--- src/rtl/blk_lock_pkg.sv ---
package blk_lock_pkg;
  localparam logic [7:0] CODE_SETUP  = 8'h60;
  localparam logic [7:0] CODE_LOCK   = 8'h01;
  localparam logic [7:0] CODE_UNLOCK = 8'hD0;
  localparam logic [7:0] CODE_LDOWN  = 8'h2F;

  typedef enum logic [1:0] {OP_LOCK, OP_UNLOCK, OP_LDOWN} lk_op_e;

  // record: bit 1 = lock-down, bit 0 = lock
  typedef logic [1:0] lk_rec_t;

  function automatic int blk_count(int aw, int pblks, int paw, int maw);
    return pblks + (((1 << aw) - (pblks << paw)) >> maw);
  endfunction
endpackage

--- src/rtl/blk_lock_decode.sv ---
module blk_lock_decode #(
  parameter int ADDR_W   = 19,
  parameter int PAR_BLKS = 8,
  parameter int PAR_AW   = 12,
  parameter int MAIN_AW  = 15,
  parameter int IDX_W    = 5
) (
  input  logic [ADDR_W-1:0] addr,
  output logic [IDX_W-1:0]  idx,
  output logic              off2
);
  localparam int unsigned SPAN      = 1 << ADDR_W;
  localparam int unsigned PAR_SPAN  = PAR_BLKS << PAR_AW;
  localparam int unsigned MAIN_BLKS = (SPAN - PAR_SPAN) >> MAIN_AW;
  localparam logic [ADDR_W-1:0] PAR_BASE = ADDR_W'(SPAN - PAR_SPAN);

  logic              in_par;
  logic [ADDR_W-1:0] par_rel;

  always_comb begin
    in_par  = (addr >= PAR_BASE);
    par_rel = addr - PAR_BASE;
    if (in_par) begin
      idx  = IDX_W'(MAIN_BLKS) + IDX_W'(par_rel >> PAR_AW);
      off2 = (addr[PAR_AW-1:0] == PAR_AW'(2));
    end else begin
      idx  = IDX_W'(addr >> MAIN_AW);
      off2 = (addr[MAIN_AW-1:0] == MAIN_AW'(2));
    end
  end
endmodule

--- src/rtl/blk_lock_seq.sv ---
module blk_lock_seq
  import blk_lock_pkg::*;
(
  input  logic       clk,
  input  logic       rst,
  input  logic       cmd_valid,
  input  logic [7:0] cmd_code,
  output logic       armed,
  output logic       upd_en,
  output lk_op_e     upd_op
);
  always_comb begin
    upd_en = 1'b0;
    upd_op = OP_LOCK;
    if (cmd_valid && armed) begin
      case (cmd_code)
        CODE_LOCK:   begin upd_en = 1'b1; upd_op = OP_LOCK;   end
        CODE_UNLOCK: begin upd_en = 1'b1; upd_op = OP_UNLOCK; end
        CODE_LDOWN:  begin upd_en = 1'b1; upd_op = OP_LDOWN;  end
        default:     begin upd_en = 1'b0; upd_op = OP_LOCK;   end
      endcase
    end
  end

  always_ff @(posedge clk) begin
    if (rst)
      armed <= 1'b0;
    else if (cmd_valid)
      armed <= !armed && (cmd_code == CODE_SETUP);
  end
endmodule

--- src/rtl/blk_lock_store.sv ---
module blk_lock_store
  import blk_lock_pkg::*;
#(
  parameter int NBLK  = 23,
  parameter int IDX_W = 5
) (
  input  logic             clk,
  input  logic             rst,
  input  logic             upd_en,
  input  lk_op_e           upd_op,
  input  logic [IDX_W-1:0] upd_idx,
  input  logic             wp_n,
  input  logic [IDX_W-1:0] rd_idx,
  input  logic             rd_off2,
  output logic             rd_wr_ok,
  output logic [1:0]       rd_lock
);
  lk_rec_t rec [NBLK];
  lk_rec_t cur;
  logic    eff_lk;

  always_ff @(posedge clk) begin
    if (rst) begin
      for (int i = 0; i < NBLK; i++) rec[i] <= 2'b01;
    end else if (upd_en) begin
      case (upd_op)
        OP_LOCK:   rec[upd_idx][0] <= 1'b1;
        OP_UNLOCK: if (!(rec[upd_idx][1] && !wp_n)) rec[upd_idx][0] <= 1'b0;
        OP_LDOWN:  rec[upd_idx] <= 2'b11;
        default:   rec[upd_idx] <= rec[upd_idx];
      endcase
    end
  end

  always_comb begin
    cur    = rec[rd_idx];
    eff_lk = cur[0] | (cur[1] & !wp_n);
  end

  always_ff @(posedge clk) begin
    if (rst) begin
      rd_wr_ok <= 1'b0;
      rd_lock  <= 2'b00;
    end else begin
      rd_wr_ok <= !eff_lk;
      rd_lock  <= rd_off2 ? {cur[1], eff_lk} : 2'b00;
    end
  end
endmodule

--- src/rtl/blk_lock_mgr.sv ---
module blk_lock_mgr
  import blk_lock_pkg::*;
#(
  parameter int ADDR_W   = 19,
  parameter int PAR_BLKS = 8,
  parameter int PAR_AW   = 12,
  parameter int MAIN_AW  = 15
) (
  input  logic              clk,
  input  logic              rst,
  input  logic              cmd_valid,
  input  logic [7:0]        cmd_code,
  input  logic [ADDR_W-1:0] cmd_addr,
  input  logic              wp_n,
  input  logic [ADDR_W-1:0] q_addr,
  output logic              q_wr_ok,
  output logic [1:0]        q_lock
);
  localparam int NBLK  = blk_count(ADDR_W, PAR_BLKS, PAR_AW, MAIN_AW);
  localparam int IDX_W = $clog2(NBLK);

  logic [IDX_W-1:0] dec_idx [2];
  logic             dec_off2 [2];
  logic             seq_armed;
  logic             upd_en;
  lk_op_e           upd_op;

  // port 0 decodes the command address, port 1 the query address
  for (genvar g = 0; g < 2; g++) begin : g_dec
    blk_lock_decode #(
      .ADDR_W(ADDR_W), .PAR_BLKS(PAR_BLKS), .PAR_AW(PAR_AW),
      .MAIN_AW(MAIN_AW), .IDX_W(IDX_W)
    ) u_dec (
      .addr (g == 0 ? cmd_addr : q_addr),
      .idx  (dec_idx[g]),
      .off2 (dec_off2[g])
    );
  end

  blk_lock_seq u_seq (
    .clk(clk), .rst(rst), .cmd_valid(cmd_valid), .cmd_code(cmd_code),
    .armed(seq_armed), .upd_en(upd_en), .upd_op(upd_op)
  );

  blk_lock_store #(.NBLK(NBLK), .IDX_W(IDX_W)) u_store (
    .clk(clk), .rst(rst), .upd_en(upd_en), .upd_op(upd_op),
    .upd_idx(dec_idx[0]), .wp_n(wp_n), .rd_idx(dec_idx[1]),
    .rd_off2(dec_off2[1]), .rd_wr_ok(q_wr_ok), .rd_lock(q_lock)
  );
endmodule

--- config.mk ---
export PLATFORM = sky130hd
export DESIGN_NAME = blk_lock_mgr
export DESIGN_NICKNAME = d
export VERILOG_FILES = /design/src/rtl/blk_lock_pkg.sv /design/src/rtl/blk_lock_decode.sv /design/src/rtl/blk_lock_seq.sv /design/src/rtl/blk_lock_store.sv /design/src/rtl/blk_lock_mgr.sv
export SDC_FILE = /design/constraint.sdc
export NUM_CORES = 1
export LEC_CHECK = 0
export CORE_AREA = 2 2 92 94
export CTS_CLUSTER_DIAMETER = 30
export DETAILED_ROUTE_END_ITERATION = 8
export DIE_AREA = 0 0 94 96
export DONT_BUFFER_PORTS = 1
export PLACE_DENSITY = 0.76
export SLEW_MARGIN = 20
export SYNTH_ARGS = -nofsm -noshare
export SYNTH_HDL_FRONTEND = slang
export SYNTH_SLANG_ARGS = --single-unit
--- constraint.sdc ---
create_clock -name clk -period 3.6 [get_ports clk]
set_clock_uncertainty 0.05 [all_clocks]
set_input_delay 0.36 -clock clk [delete_from_list [all_inputs] [get_ports clk]]
set_output_delay 0.36 -clock clk [all_outputs]
set_load 0.005 [all_outputs]
* Word-level counts from Yosys, hierarchy flattened
Memory sizes are Yosys's and may differ from the RTL's.
Index checks and enable logic that the tools add are counted.
Widths: inputs -> output; s select.
** Word-level totals
- Register bits after elaboration :: 4
- Bits in writable memories :: 46
- Memories kept :: 1
** Operators by class
- Add/subtract/negate cells :: 4
- $lt $le $gt $ge :: 2
- Equal/unequal tests :: 8
- Mux-type cells :: 33
- Bitwise operators :: 7
- Reduce and logical (&&, ||, !) cells :: 11
** Memory list
- u_store.rec :: depth 23, bits a word 2, read ports 2, clocked after Yosys merged registers in 0, write ports 23, RTL line blk_lock_store.sv:18 : lk_rec_t rec [NBLK];
** Operator list (number)
- $ge 19x19->1 const B :: 2
- $sub 17x17->17 const B :: 2
- $mux 1 :: 26
- $eq 15x2->1 const B :: 1
- $mux 5 :: 3
- $eq 12x2->1 const B :: 1
- $add 4x5->5 const A :: 2
- $eq 8x1->1 const B :: 1
- $eq 8x6->1 const B :: 1
- $eq 8x7->1 const B :: 1
- $eq 8x8->1 const B :: 1
- $mux 2 :: 3
- $reduce_or 3->1 :: 2
- $or 1x1->1 :: 5
- $pmux 2 s2 :: 1
- $reduce_or 2->1 :: 2
- $logic_and 1x1->1 :: 3
- $logic_not 1->1 :: 3
- $eq 2x1->1 const B :: 1
- $eq 2x2->1 const B :: 1
- $logic_not 2->1 :: 1
- $and 1x1->1 :: 1
- $not 1->1 :: 1

* Logic depth before layout (Yosys ltp)
Gate-level depths: netlist of run 1.
An unclocked memory read counts as a cell.
- Word-level depth :: 15
- Gate-level depth with buffers :: 13
- Gate-level depth less buffers :: 10

* Modules after synthesis
A second synthesis of run 1 with hierarchy kept.
** Unflattened totals
- Cell total of the unflattened synthesis :: 477
- Area total of the unflattened synthesis :: 4728.3 um^2
** Modules (own cells, without submodules)
- blk_lock_store :: times used 1, cells each 401, area each 4161.5 um^2, sequential area each 1981.9 um^2
- blk_lock_decode (g_dec[1].u_dec) :: times used 1, cells each 35, area each 250.2 um^2, sequential area each 0.0 um^2
- blk_lock_decode (g_dec[0].u_dec) :: times used 1, cells each 26, area each 202.7 um^2, sequential area each 0.0 um^2
- blk_lock_seq :: times used 1, cells each 15, area each 113.9 um^2, sequential area each 20.0 um^2

* Least setup slack after synthesis of run 1
No wires, ideal clock.
- Path kind :: input -> register
- Start :: input port cmd_addr[12]
- End :: memory u_store.rec[13][0] in the netlist's numbering, enable pin
- Library setup time :: 0.315 ns
- Arrival time :: 2.771 ns
- Setup slack :: 0.465 ns
- Stages on the path :: 12
- Path through :: inv_1 ha_1 nor4b_2 a41oi_4 or4_1 buf_2 and2_4 o221a_4 o2111ai_4 nor2_4 buf_6 o31ai_2
** RTL lines
- from (decl) :: RTL line blk_lock_mgr.sv:13 : input logic [ADDR_W-1:0] cmd_addr,
- to (decl) :: RTL line blk_lock_store.sv:18

==> results of run 1 <==
## layer usage
metal  vias up  GRT usage
li1       2017          -
met1      2030      0.430
met2       258      0.504
met3        29     0.0767
met4         0      0.123
met5         -          0
## power by group through the flow
stage / clock network (mW) / logic [mW] / registers [mW]
after detailed placement: 0 / 0.274 / 0.895
after floorplan: 0 / 0.232 / 0.892
after global placement: 0 / 0.267 / 0.895
final: 0.558 / 0.282 / 0.878
after CTS: 0.562 / 0.276 / 0.877
after global routing: 0.594 / 0.304 / 0.879
## critical path: cells and delay by family
family / cells / cell delay (ns)
simple gates: 4 / 1.15
compound gates: 4 / 1.15
buf+inv: 2 / 0.24
fa+ha+maj: 1 / 0.14
## kinds of logic after synthesis
logic type	Yosys count
other	1
AND/OR/NAND/NOR	217
adder cells (fa/ha/maj)	5
flip-flops	68
buffers and inverters	57
multiplexers	28
AO/OA/AOI/OAI	160
XOR/XNOR	3
## cell usage after synthesis, types with 9 or more instances
library cell   n
a21oi_1       38
a31oi_1        9
clkbuf_1      25
edfxtp_1      64
inv_1         20
mux2i_1       22
nand2_1       30
nand2b_1      13
nand3_1       11
nor2_1        58
nor3_1         9
o31ai_1       13
o31ai_2       18
or2_1         15
or2_2         25
## final cells by class
class                   count  area [sq um]
multi-input cells         422          2920
clock buffers              11           131
fillers                   647          2650
inverters                  20          75.1
repair buffers             13           110
well taps                 105           131
clock inverters             5          38.8
flip-flops and latches     68          2000
## per-stage QoR
stage	utilization	instances
detailed placement	0.650	628
global route	0.671	644
global placement	0.650	628
CTS	0.671	644
finish	0.671	644
floorplan	-	547
## state kept, by name, indices dropped and copies added, names as in the netlist
signal and count:
u_store.rd_wr_ok 1, u_store.rec 64, u_seq.armed 1, u_store.rd_lock 2
## worst max path at each step
| stage | start | end | slack (ns) |
|---|---|---|---|
| after floorplan | cmd_addr[12] | u_store.rec[13][0]$_SDFFCE_PN1P_ | 0.46 |
| after detailed placement | cmd_addr[12] | u_store.rec[11][0]$_SDFFCE_PN1P_ | 0.18 |
| final | cmd_addr[12] | u_store.rec[11][0]$_SDFFCE_PN1P_ | 0.54 |
| after global routing | cmd_addr[12] | u_store.rec[11][0]$_SDFFCE_PN1P_ | 0.39 |
| after CTS | cmd_addr[12] | u_store.rec[11][0]$_SDFFCE_PN1P_ | 0.56 |
| after global placement | cmd_addr[12] | u_store.rec[11][0]$_SDFFCE_PN1P_ | 0.27 |
## placed cells by master (no fill, tap or decap), drive strengths merged, types with 7 or more instances in the layout
cell type   n
a21oi      38
clkbuf     11
buf        13
and2        7
o21ai      11
nor2b       8
o31ai      31
nand3      11
or2        40
mux2i      22
conb        9
nor3        9
nor2       59
a31oi       9
nand2b     13
inv        20
o211ai      9
o2111ai     9
o22ai       8
nand2      30
edfxtp     64
a211oi      8
==> results.toml, run 1 <==
[worst_setup_path]
worst-path-max-fanout = 22
regToRegStartpoint = "u_seq.armed$_SDFFE_PP0P_"
r2r_cells = 5
cpPeakStageDelay_ns = 0.49
cp_cell_sequence = "inv_1, ha_1, nor4b_2, a41oi_4, or4_1, and2_4, o221a_4, o2111ai_4, nor2_4, buf_12, o31ai_2"
r2r-end = "u_store.rec[11][1]$_SDFFCE_PN0P_"
reg2reg_setup_slack_ns = 1.12
timing_worst_setup_path_type = "primary input to flop"
end_kind = "flop"
cp.required_ns = 3.59
slowest_stage = "or4_1"
critPathArrivalTime_ns = 3.05
cp-start-kind = "primary input"

[sta]
timing.hold.ws_ns = 0.0405
max-slew-margin-rel = 0.257
tns_ns = 0
timing.final.crit_period_ns = 3.06
tightestPinTransition_ns = 1.11
slew_violations = 0
setup_ws_ns = 0.536
fmax_mhz = 326
rsz0062_at_grt = "false"
finalSetupViolations = 0
hold_viol = 0
period_share = 0.851

[synth]
yosys_warnings = 0
synthTopCellsByArea = "edfxtp_1, o31ai_2, mux2i_1"
synth_top_area_share = 0.374
muxShareOfSynthArea = 0.0561
yosysTopAreaCell = "edfxtp_1"
ys_ff_latch = 68
synthSimpleGateAreaFrac = 0.234
seq_area_frac_synth = 0.390
synth_edf_count = 64
synthDistinctLibCells = 75
synth_compound_area_frac = 0.254
syn_area_per_cell_sq_um = 9.52
synth_top_family_by_area = "compound AO/OA/AOI/OAI gates"
synth_top_flop_cell = "edfxtp_1"
synth_adder_area_share = 0.0122
async_flop_share = 0
netlist_area_sq_um = 5130
syn_inst = 539
synth_xor_area_frac = 0.00512

[clocking]
cts-resized-gates = 0
hold_buffers = 0
cts.sinks = 68
cts_tree = "yes"
clkTransAtPathRegs_ns = 0.08
h-tree-depth = 3
clockRootBuffer = "clkbuf_8"
insertion_delay_ns = 0.35
clock_path_buffers = 2
cts-buffers-inserted = 9
post_cts_buffers = 0

[route]
via_per_inst = 6.73
drt_wl_total_um = 13800
drc_errors = 0
routedWlPerCell_um = 21.4
met2_length_um = 6340
dr_total_vias = 4334
wl_met3_um = 1440
drt_first_pass_iters = 7
ant_nets = 0
drt_iter0_drc = 559
top_layer_used = "met4"
met1_length_um = 5620

[place]
dp_hpwl_um = 10100
dpl_worst_slack_ns = 0.181
gp_congestion = 0.932
postPlaceCellArea_sq_um = 5230
port_buffers = 0

[power_and_ir_drop]
ir_worst_vdd_mv = 0.176
cellPowerDensity_nw_per_um2 = 318
p_leak_nw = 1.83
intPower_mw = 1.24
total_power_mw = 1.72
power_frac_comb = 0.164
swShare = 0.281
power_frac_clock = 0.325
p_seq_frac = 0.511
p_switching_uw = 483

[outcome]
status = "completed"

[worst_hold_path]
holdPathStages = 1
min_path_type = "primary input to flop"
min_to = "u_seq.armed$_SDFFE_PP0P_"
min_from = "rst"

[floorplanning]
fp-row-count = 33
die_w_um = 94
die_y_um = 96
io_pins = 53
dieArea_sq_um = 9020
coreArea_sq_um = 8050
initial_utilization = 0.637

[cells_and_area]
drive_gt1_frac = 0.178
nets = 589
antenna_cells = 0
stdcell_area_sq_um = 5400
area_growth_pct = 5.29

[global_routing]
overflow = 0
antenna_found_initial = 0
grt_pass1_vias = 4060
grt_pass1_wl_um = 21500
track_usage = 0.320
grt_max_degree = 51

[job]
maxCapViolCount = 0
Power figures use the tool's default switching activity.
==> run 2, diff against run 1 <==
- CORE_AREA: 2 2 92 94 -> 4 4 94 96
- DIE_AREA: 0 0 94 96 -> 0 0 98 100
==> results.toml, run 2 (synthesis results as in run 1) <==
[global_routing]
antenna_found_initial = 0
overflow = 0
track_usage = 0.283
grt_pass1_vias = 4186
grt_pass1_wl_um = 21700
grt_max_degree = 51

[outcome]
status = "completed"

[route]
drt_iter0_drc = 410
drt_wl_total_um = 13600
ant_nets = 0
routedWlPerCell_um = 21.1
drc_errors = 0
via_per_inst = 6.80
dr_total_vias = 4378
drt_first_pass_iters = 5

[floorplanning]
io_pins = 53
initial_utilization = 0.637
die_w_um = 98
coreArea_sq_um = 8050
fp-row-count = 33
die_y_um = 100
dieArea_sq_um = 9800

[clocking]
cts_tree = "yes"
h-tree-depth = 3
post_cts_buffers = 0
insertion_delay_ns = 0.36
cts.sinks = 68
cts-buffers-inserted = 9
clock_path_buffers = 2
hold_buffers = 0
clockRootBuffer = "clkbuf_8"
cts-resized-gates = 0
clkTransAtPathRegs_ns = 0.08

[cells_and_area]
multi_input_area_sq_um = 2920
final_common_cell = "edfxtp_1"
regArea_sq_um = 2000
top_regs = "u_store.rec (64), u_store.rd_lock (2)"
antenna_cells = 0
nets = 589
fillers = 621
final_cell_mix = "edfxtp_1, nor2_1, a21oi_1"
drive_gt1_frac = 0.178
area_growth_pct = 6.24
largest_reg_flops = 64
top_register = "u_store.rec"

[place]
port_buffers = 0
gp_congestion = 0.930
dp_hpwl_um = 10100

[worst_hold_path]
min_from = "rst"
min_path_type = "primary input to flop"

[sta]
tns_ns = 0
period_share = 0.865
tightestPinTransition_ns = 1.07
timing.final.crit_period_ns = 3.11
fmax_mhz = 321
max-slew-margin-rel = 0.287
hold_viol = 0
timing.hold.ws_ns = 0.0502
finalSetupViolations = 0
slew_violations = 0
rsz0062_at_grt = "false"

[worst_setup_path]
critical_path.startpoint = "cmd_addr[12]"
critPathArrivalTime_ns = 3.16
cp.required_ns = 3.64
worst-path-max-fanout = 9
slowest_stage = "o31ai_1"
cpPeakStageDelay_ns = 0.50
cp-start-kind = "primary input"
end_kind = "flop"
cp_cell_sequence = "inv_1, ha_1, nor4b_2, a41oi_4, o211ai_2, a21oi_1, o31ai_1, o2111ai_4, o21bai_2, a21oi_1"
timing_worst_setup_path_type = "primary input to flop"
regToRegStartpoint = "u_seq.armed$_SDFFE_PP0P_"
crit_path_frequent_cell = "a21oi_1"

[power_and_ir_drop]
ir_worst_vdd_mv = 0.180
cellPowerDensity_nw_per_um2 = 341
p_leak_nw = 1.86

[job]
maxCapViolCount = 0
[run 2: cell count changes in the layout (fill, tap and decap cells not counted)]
| cell | before | now |
|---|---|---|
| clkinv_4 | 3 | 1 |
| clkbuf_8 | 9 | 10 |
| bufinv_16 | 0 | 2 |
| clkinvlp_4 | 1 | 0 |
[run 2: final timing paths]
path / endpoint / slack (ns) / cells after the start
min reg2reg: u_seq.armed$_SDFFE_PP0P_ / 0.56 / 3
min: u_seq.armed$_SDFFE_PP0P_ / 0.05 / 1
max reg2reg: u_store.rec[29][0]$_DFFE_PP_ / 1.10 / 6
max: u_store.rec[29][0]$_DFFE_PP_ / 0.49 / 10
[run 2: area by class of cell]
type	count	share of cell area
multi-input combinational	422	0.535
sequential	68	0.367
clock buffer	12	0.0266
tap	105	0.0241
timing repair buffer	13	0.0202
inverter	20	0.0138
clock inverter	4	0.0135
[run 2: metrics by stage]
stage	instances	area [sq um]	util	power (mW)	setup slack, ns
after global routing	644	5450	0.677	1.92	0.352
after global placement	628	5230	0.650	1.16	0.303
after CTS	644	5450	0.677	1.86	0.558
final	644	5450	0.677	1.86	0.485
after floorplan	547	5160	-	1.12	0.465
after detailed placement	628	5230	0.650	1.17	0.217
[run 2: metal layers]
layer  GRT usage  vias to the layer above  wire length (um)
li1            -                     2021                 -
met3      0.0778                       37              1480
met5           0                        -                 0
met1       0.370                     2052              5470
met2       0.453                      268              6350
met4       0.101                        0               310
[run 2: report_power, final]
part | switching [mW] | internal, mW
Clock | 0.293 | 0.410
Sequential | 0.00670 | 0.870
Combinational | 0.168 | 0.113
Total | 0.468 | 1.39
[run 2: critical path, delay by kind of cell]
kind	cells	cell delay, ns
AOI/OAI and AO/OA	7	2.22
and+or+nand+nor	1	0.37
adders and majority gates	1	0.13
buffers and inverters	1	0.06
==> run 3, diff against run 2 <==
- clock period: 3.6 -> 3 ns (I/O delays scaled with it)
==> results.toml, run 3 (synthesis results as in run 1) <==
[worst_setup_path]
end_kind = "flop"
r2r-end = "u_store.rd_wr_ok$_SDFF_PP0_"
cp-start-kind = "primary input"
worst-path-max-fanout = 18
cpPeakStageDelay_ns = 0.37
path_depth = 13
critPathArrivalTime_ns = 2.77
timing_worst_setup_path_type = "primary input to flop"
crit_path_frequent_cell = "buf_4"
reg2reg_setup_slack_ns = 0.58
slowest_stage = "o31ai_1"
cp_cell_sequence = "inv_2, ha_2, nor4b_4, nand4_1, buf_4, a21o_1, buf_4, nor2_1, nor3_1, o2111ai_4, nor2_4, buf_12, o31ai_1"
cp.required_ns = 2.97
cp.buffers_inverters = 4
regToRegStartpoint = "u_store.rec[23][1]$_DFFE_PP_"
r2r_cells = 8
cpLargestDelayFamily = "compound AO/OA/AOI/OAI gates"

[global_routing]
overflow = 0
track_usage = 0.301
grt_pass1_wl_um = 23100
grt_pass1_vias = 4469
busiest_layer = "met2"
antenna_found_initial = 0
use_met3 = 0.0591
use_met2 = 0.494
met1_usage = 0.404
grt_max_degree = 51

[power_and_ir_drop]
ir_worst_vdd_mv = 0.256
total_power_mw = 2.23
power_frac_clock = 0.355
cellPowerDensity_nw_per_um2 = 385
p_seq_frac = 0.472
power_frac_comb = 0.173
p_leak_nw = 2.05
intPower_mw = 1.61
swShare = 0.278
p_switching_uw = 622

[clocking]
cts-resized-gates = 0
cts_tree = "yes"
h-tree-depth = 3
cts.sinks = 68
clkTransAtPathRegs_ns = 0.09
hold_buffers = 1
insertion_delay_ns = 0.35
cts-buffers-inserted = 9
post_cts_buffers = 0
clock_path_buffers = 2
clockRootBuffer = "clkbuf_8"

[route]
drt_iter0_drc = 617
ant_nets = 0
routedWlPerCell_um = 21.0
drt_first_pass_iters = 6
drt_wl_total_um = 14500
dr_total_vias = 4610
via_per_inst = 6.70
drc_errors = 0

[worst_hold_path]
min_to = "u_store.rd_wr_ok$_SDFF_PP0_"
holdPathStages = 1
min_path_type = "primary input to flop"
min_from = "rst"

[floorplanning]
fp-row-count = 33
die_w_um = 98
coreArea_sq_um = 8050
initial_utilization = 0.637
die_y_um = 100
io_pins = 53
dieArea_sq_um = 9800

[cells_and_area]
largest_reg_flops = 64
area_growth_pct = 12.9
top_regs = "u_store.rec (64), u_store.rd_lock (2)"
final_common_cell = "edfxtp_1"
post-route-util = 0.720
top_register = "u_store.rec"
antenna_cells = 0
drive_gt1_frac = 0.247
final_cell_mix = "edfxtp_1, nor2_1, buf_4"
nets = 633

[sta]
rsz0062_at_grt = "false"
fmax_mhz = 357
timing.hold.ws_ns = 0.0965
finalSetupViolations = 0
setup_ws_ns = 0.200
tightestPinTransition_ns = 0.781
hold_viol = 0
tns_ns = 0
period_share = 0.933
max-slew-margin-rel = 0.477
slew_violations = 0
timing.final.crit_period_ns = 2.80

[place]
gp_congestion = 0.955
dpl_worst_slack_ns = -0.141
dp_hpwl_um = 10900
port_buffers = 0

[outcome]
status = "completed"

[job]
maxCapViolCount = 0
-- run 3: final cells by class --
class                           instances  area, sq um
Multi-Input combinational cell        422         2930
Fill cell                             596         2250
Sequential cell                        68         2000
Timing Repair Buffer                   57          455
Tap cell                              105          131
Clock buffer                            9          124
Clock inverter                          7         80.1
Inverter                               20         77.6
-- run 3: worst max path at each step --
stage	startpoint	slack, ns	endpoint
2_1_floorplan	cmd_addr[13]	0.0002	u_store.rec[13][0]$_SDFFCE_PN1P_
3_3_place_gp	cmd_addr[13]	-0.07	u_store.rec[20][0]$_SDFFCE_PN1P_
3_5_place_dp	cmd_addr[13]	-0.14	u_store.rec[20][0]$_SDFFCE_PN1P_
4_1_cts	cmd_addr[13]	0.22	u_store.rec[20][0]$_SDFFCE_PN1P_
5_1_grt	q_addr[4]	0.02	u_store.rd_wr_ok$_SDFF_PP0_
6_report	cmd_addr[13]	0.20	u_store.rec[20][0]$_SDFFCE_PN1P_
-- run 3: stage by stage --
step | cells | instance area [sq um]
2_1_floorplan | 547 | 5190
3_3_place_gp | 671 | 5580
3_5_place_dp | 671 | 5580
4_1_cts | 688 | 5800
5_1_grt | 688 | 5800
6_report | 688 | 5800
-- run 3: power by group through the flow --
stage	sequential, mW	clock (mW)	combinational, mW
3_5_place_dp	1.08	0	0.376
3_3_place_gp	1.08	0	0.365
6_report	1.05	0.792	0.388
4_1_cts	1.05	0.796	0.380
5_1_grt	1.06	0.857	0.416
2_1_floorplan	1.07	0	0.280
-- run 3: per-layer routing --
metal	up-vias	share of wire
li1	2120	-
met1	2155	0.41
met2	293	0.46
met3	42	0.10
met4	0	0.026
met5	-	0
